--- src/rtl/prefetch_memctl.sv ---
module prefetch_memctl #(
  parameter int AW    = 16,
  parameter int DW    = 8,
  parameter int DEPTH = 4
) (
  input  logic          clk,
  input  logic          rst_n,
  input  logic          jmp_load,
  input  logic [AW-1:0] jmp_target,
  output logic          ib_valid,
  output logic [DW-1:0] ib_byte,
  input  logic          ib_take,
  input  logic          dreq,
  input  logic          dwe,
  input  logic [AW-1:0] daddr,
  input  logic [DW-1:0] dwdata,
  output logic          dack,
  output logic [DW-1:0] drdata,
  output logic          mreq,
  output logic          mwe,
  output logic [AW-1:0] maddr,
  output logic [DW-1:0] mwdata,
  input  logic          mack,
  input  logic [DW-1:0] mrdata
);
  localparam int PW = (DEPTH > 1) ? $clog2(DEPTH) : 1;
  localparam int CW = $clog2(DEPTH + 1);

  logic [DW-1:0] q_mem [DEPTH];
  logic [PW-1:0] rd_ptr, wr_ptr;
  logic [CW-1:0] q_cnt;
  logic [AW-1:0] spc;
  logic          busy, is_data, drop;
  logic [AW-1:0] a_r;
  logic          we_r;
  logic [DW-1:0] wd_r;

  wire done        = busy & mack;
  wire fetch_done  = done & ~is_data;
  wire push        = fetch_done & ~drop & ~jmp_load;
  wire pop         = ib_take & (q_cnt != '0) & ~jmp_load;
  wire start_data  = ~busy & dreq;
  wire start_fetch = ~busy & ~dreq & ~jmp_load & (q_cnt < CW'(DEPTH));

  assign mreq     = busy;
  assign maddr    = a_r;
  assign mwe      = we_r;
  assign mwdata   = wd_r;
  assign dack     = done & is_data;
  assign drdata   = mrdata;
  assign ib_valid = (q_cnt != '0);
  assign ib_byte  = q_mem[rd_ptr];

  always_ff @(posedge clk) begin
    if (!rst_n) begin
      busy    <= 1'b0;
      is_data <= 1'b0;
      a_r     <= '0;
      we_r    <= 1'b0;
      wd_r    <= '0;
    end else if (done) begin
      busy <= 1'b0;
      we_r <= 1'b0;
    end else if (start_data) begin
      busy    <= 1'b1;
      is_data <= 1'b1;
      a_r     <= daddr;
      we_r    <= dwe;
      wd_r    <= dwdata;
    end else if (start_fetch) begin
      busy    <= 1'b1;
      is_data <= 1'b0;
      a_r     <= spc;
      we_r    <= 1'b0;
    end
  end

  always_ff @(posedge clk) begin
    if (!rst_n)                        spc <= '0;
    else if (jmp_load)                 spc <= jmp_target;
    else if (fetch_done && !drop)      spc <= spc + 1'b1;
  end

  always_ff @(posedge clk) begin
    if (!rst_n)                                      drop <= 1'b0;
    else if (jmp_load && busy && !is_data && !mack)  drop <= 1'b1;
    else if (done)                                   drop <= 1'b0;
  end

  always_ff @(posedge clk) begin
    if (!rst_n || jmp_load) begin
      rd_ptr <= '0;
      wr_ptr <= '0;
      q_cnt  <= '0;
    end else begin
      if (push) wr_ptr <= (wr_ptr == PW'(DEPTH - 1)) ? '0 : wr_ptr + 1'b1;
      if (pop)  rd_ptr <= (rd_ptr == PW'(DEPTH - 1)) ? '0 : rd_ptr + 1'b1;
      q_cnt <= q_cnt + CW'(push) - CW'(pop);
    end
  end

  always_ff @(posedge clk) begin
    if (push) q_mem[wr_ptr] <= mrdata;
  end

  AST_HOLD_REQ: assert property (@(posedge clk) disable iff (!rst_n)
    mreq && !mack |=> mreq && $stable(maddr) && $stable(mwe) && $stable(mwdata));
  AST_QUEUE_CAP: assert property (@(posedge clk) disable iff (!rst_n)
    q_cnt <= CW'(DEPTH));
  AST_JUMP_FLUSH: assert property (@(posedge clk) disable iff (!rst_n)
    jmp_load |=> !ib_valid);
  AST_DATA_FIRST: assert property (@(posedge clk) disable iff (!rst_n)
    !mreq && dreq |=> mreq && mwe == $past(dwe) && maddr == $past(daddr));
  AST_FULL_IDLE: assert property (@(posedge clk) disable iff (!rst_n)
    q_cnt == CW'(DEPTH) && !mreq && !dreq |=> !mreq);
  AST_DACK_PULSE: assert property (@(posedge clk) disable iff (!rst_n)
    dack |-> mreq && mack && !$past(dack));
endmodule

--- config.mk ---
export PLATFORM = sky130hd
export DESIGN_NAME = prefetch_memctl
export DESIGN_NICKNAME = d
export VERILOG_FILES = /design/src/rtl/prefetch_memctl.sv
export SDC_FILE = /design/constraint.sdc
export NUM_CORES = 1
export LEC_CHECK = 0
export BUFFER_PORTS_ARGS = -buffer_cell sky130_fd_sc_hd__buf_2
export CAP_MARGIN = 20
export CORE_MARGIN = 2
export CORE_UTILIZATION = 49
export CTS_BUF_LIST = sky130_fd_sc_hd__clkbuf_4
export CTS_CLUSTER_DIAMETER = 30
export DETAILED_ROUTE_END_ITERATION = 10
export GPL_ROUTABILITY_DRIVEN = 0
export PLACE_DENSITY = 0.89
export SLEW_MARGIN = 0
export SYNTH_ARGS = -nofsm -noshare
export SYNTH_HDL_FRONTEND = slang
export SYNTH_SLANG_ARGS = --single-unit
export TNS_END_PERCENT = 100
--- constraint.sdc ---
create_clock -name clk -period 1.9 [get_ports clk]
set_input_delay 0.285 -clock clk [delete_from_list [all_inputs] [get_ports clk]]
set_output_delay 0.285 -clock clk [all_outputs]
set_load 0.02 [all_outputs]
==> flow_metrics.py <==
metrics = {
    "clock_network": {
        "numCtsBuffers": 9,
        "root_buffer": "clkbuf_4",
        "cts_tree": "done",
        "cts.sinks": 85,
        "h-tree-depth": 3,
        "cts_buffer_depth": 2,
        "worstSkewPairLatency_ns": 0.44,
        "clk_pin_slew_worst_paths_ns": 0.14,
    },
    "yosys": {
        "synthCells": 326,
        "yosys_warnings": 0,
        "ys.flop_type": "dfxtp_1",
        "synth_xor_area_share_pct": 2.625,
        "synthAdderAreaFrac_pct": 3.273,
        "synth_area_leader_cell": "dfxtp_1",
        "synth.yosys.seq_area_share_pct": 55.10,
        "synth_top_area_share_pct": 28.91,
        "synth_edf_count": 32,
        "synth_top_family_by_area": "simple AND/OR/NAND/NOR gates",
        "synth-simple-area-share_pct": 15.44,
        "synthTopCellsByArea": "dfxtp_1 (29%), edfxtp_1 (26%), mux4_2 (4.9%)",
        "syn_nets": 390,
        "ys_seq_elements": 85,
        "syn_area_mm2": 0.003670,
        "postSynth.asyncResetShare_pct": 0,
        "ys_types": 43,
        "synthMuxAreaShare_pct": 4.910,
        "synth_compound_gate_area_share_pct": 13.67,
        "synth_area_per_cell_um2": 11.26,
    },
    "setup_path": {
        "max_stage_delay_ns": 0.52,
        "crit_top_cell": "ha_4",
        "endpoint_kind": "register",
        "critPathBufInv": 1,
        "required_ns": 2.29,
        "crit_family": "adder cells",
        "path_class": "register to register",
        "start_kind": "register",
        "crit_fanout": 2,
        "crit_chain": "or3_4 > nand2_4 > nor2_4 > ha_4 > inv_2 > ha_4 > fa_2 > and2_1",
        "arrival_ns": 2.40,
        "critical_path.slowest_cell": "fa_2",
    },
    "sta": {
        "slew_violations": 0,
        "rsz0062_at_grt": "yes",
        "skew_ns": 0.01483,
        "tightest_slew_ns": 0.4177,
        "setup_viol": 6,
        "finalCritPeriodShare_pct": 105.8,
        "setup_ws_ns": -0.1098,
        "fin_crit_ns": 2.010,
        "slew_headroom_pct": 71.94,
        "hold_viol": 0,
        "fmax_mhz": 497.6,
    },
    "global_routing": {
        "grt_pass1_vias": 3018,
        "grtUsageTotal_pct": 21.27,
        "gr-total-overflow": 0,
        "grt_max_degree": 29,
        "antenna_found_initial": 0,
        "grt_pass1_wl_um": 13850,
    },
    "finish": {
        "diodes": 0,
        "syn2layout_area_growth_pct": 26.73,
        "layout.nets": 501,
        "drive_gt1_share_pct": 38.69,
        "utilization_pct": 64.12,
        "fillerInstances": 560,
    },
    "placed_design": {
        "port_buffers": 98,
        "dp_slack_ns": -0.1017,
        "dp_hpwl_um": 6247,
    },
    "drt": {
        "drtPass1Iterations": 6,
        "routed_wl_um": 8414,
        "ant_nets": 0,
        "via_per_inst": 5.438,
        "drtIter0Drc": 210,
        "vias": 2942,
        "wl_per_cell_um": 15.55,
        "drcViolationCount": 0,
    },
    "flow_run": {
        "cap_violations": 0,
    },
    "floorplanning": {
        "rows": 31,
        "start_util_pct": 50.60,
        "die_h_um": 90.54,
        "core_area_mm2": 0.007253,
        "io_pins": 99,
        "dieArea_mm2": 0.008197,
        "die_x_um": 90.54,
    },
    "pwr": {
        "p_leak_nw": 1.860,
        "ir_worst_vdd_mv": 0.4305,
        "power.total_w": 0.003574,
        "power_density_mw_per_mm2": 768.4,
    },
    "min_path": {
        "hp-class": "primary input to register",
    },
    "outcome": {
        "status": "complete, but fails checks",
        "violations": "setup timing",
    },
}
==> cells by family (layout without fill, tap and decap cells) <==
group           after synthesis  in the layout
compound gates               70             70
flops                        85             85
fa+ha+maj                     9              9
simple gates                104            104
buf+inv                      39            155
xor+xnor                     11             11
mux                           8              8
==> metrics by stage <==
step	cells	area, um^2	TNS [ns]	hold WS (ns)
2_1_floorplan	326	3697	-0.2294	0.3839
5_1_grt	541	4651	-0.9055	0.02970
6_report	541	4651	-0.2009	0.06287
4_1_cts	539	4584	-0.4165	0.03676
3_5_place_dp	521	4364	-0.2039	0.4546
3_3_place_gp	521	4364	-0.02473	0.4470
==> placed cells by master, fill, tap and decap left out, types with 3 or more instances in the layout <==
cell type / count
buf_2: 90
dfxtp_1: 47
nand2_1: 36
edfxtp_1: 32
buf_4: 27
nor2b_1: 17
o21ai_0: 15
a222oi_1: 15
a21oi_1: 11
a21boi_0: 11
inv_1: 10
buf_6: 10
clkbuf_4: 9
mux4_2: 8
nor2_1: 8
nand3_1: 7
xnor2_1: 7
a31oi_1: 6
ha_1: 6
or3_1: 5
nand2b_1: 5
dfxtp_2: 5
and3_1: 4
nor4_1: 3
nand4_1: 3
nor3_1: 3
o211a_1: 3
xor2_1: 3
o31ai_1: 3
inv_6: 3
==> area by class of cell <==
| cell class | count | area [um^2] | area share (%) |
|---|---|---|---|
| clock buffers | 9 | 67.56 | 1.453 |
| inverters | 11 | 41.29 | 0.8878 |
| repair buffers | 128 | 785.8 | 16.90 |
| clock inverters | 7 | 80.08 | 1.722 |
| flip-flops and latches | 85 | 2032 | 43.69 |
| multi-input cells | 202 | 1520 | 32.69 |
| well taps | 99 | 123.9 | 2.663 |
==> timing repair <==
action,in CTS,in global routing
cloned,0,0
pin swaps,3,15
endpoints found under the hold margin,0,0
resized for setup,20,11
setup buffers,2,2
hold buffers,0,0
endpoints found under the setup margin,11,15
==> sequential cells by signal (all words and copies together) (netlist names), named ones only <==
register and count:
q_mem 32, maddr 16, spc 16, mwdata 8, q_cnt 3, rd_ptr 2
wr_ptr 2, drop 1, is_data 1, mreq 1, mwe 1
==> where the power goes <==
group          switching (W)  internal (W)  total (W)
sequential         0.0000594       0.00196    0.00202
clock               0.000650      0.000420    0.00107
combinational       0.000268      0.000215   0.000483
==> routing by layer <==
metal  global-route usage [%]  routed length (um)  part of all wire [%]  vias to the layer above
met5                        0                   0                     0                        -
met4                    8.462                 176                   2.1                        0
met3                    5.092                 505                   6.0                       18
met2                    37.75                4494                    53                      113
met1                    24.67                3238                    38                     1398
li1                         -                   -                     -                     1413
==> synthesized netlist by cell type, types with 2 or more instances <==
master / count
mux4_2: 8
buf_4: 9
xor2_1: 3
nor4_1: 3
ha_1: 8
nand4_1: 3
o211a_1: 3
buf_2: 2
nand2b_1: 5
clkbuf_1: 16
a21boi_0: 11
and3_1: 4
a222oi_1: 15
o31ai_1: 3
nor2b_1: 17
nor2_1: 9
or3_1: 6
and2_1: 2
dfxtp_1: 53
a31oi_1: 6
nand3_1: 7
inv_1: 11
xnor2_1: 8
or4_1: 2
nand2_1: 37
o21ai_0: 15
nor3_1: 3
a21oi_1: 11
edfxtp_1: 32
==> path summary, 6_finish.rpt <==
check	from	end	slack, ns	cells after the start
max	q_cnt[0]$_SDFF_PP0_	q_cnt[1]$_SDFF_PP0_	-0.11	8
min	mrdata[5]	q_mem[0][5]$_DFFE_PP_	0.06	1
max reg2reg	q_cnt[0]$_SDFF_PP0_	q_cnt[1]$_SDFF_PP0_	-0.11	8
min reg2reg	mwdata[3]$_SDFFE_PN0P_	mwdata[3]$_SDFFE_PN0P_	0.47	2
Note: power is estimated with default switching activity, not from simulation.
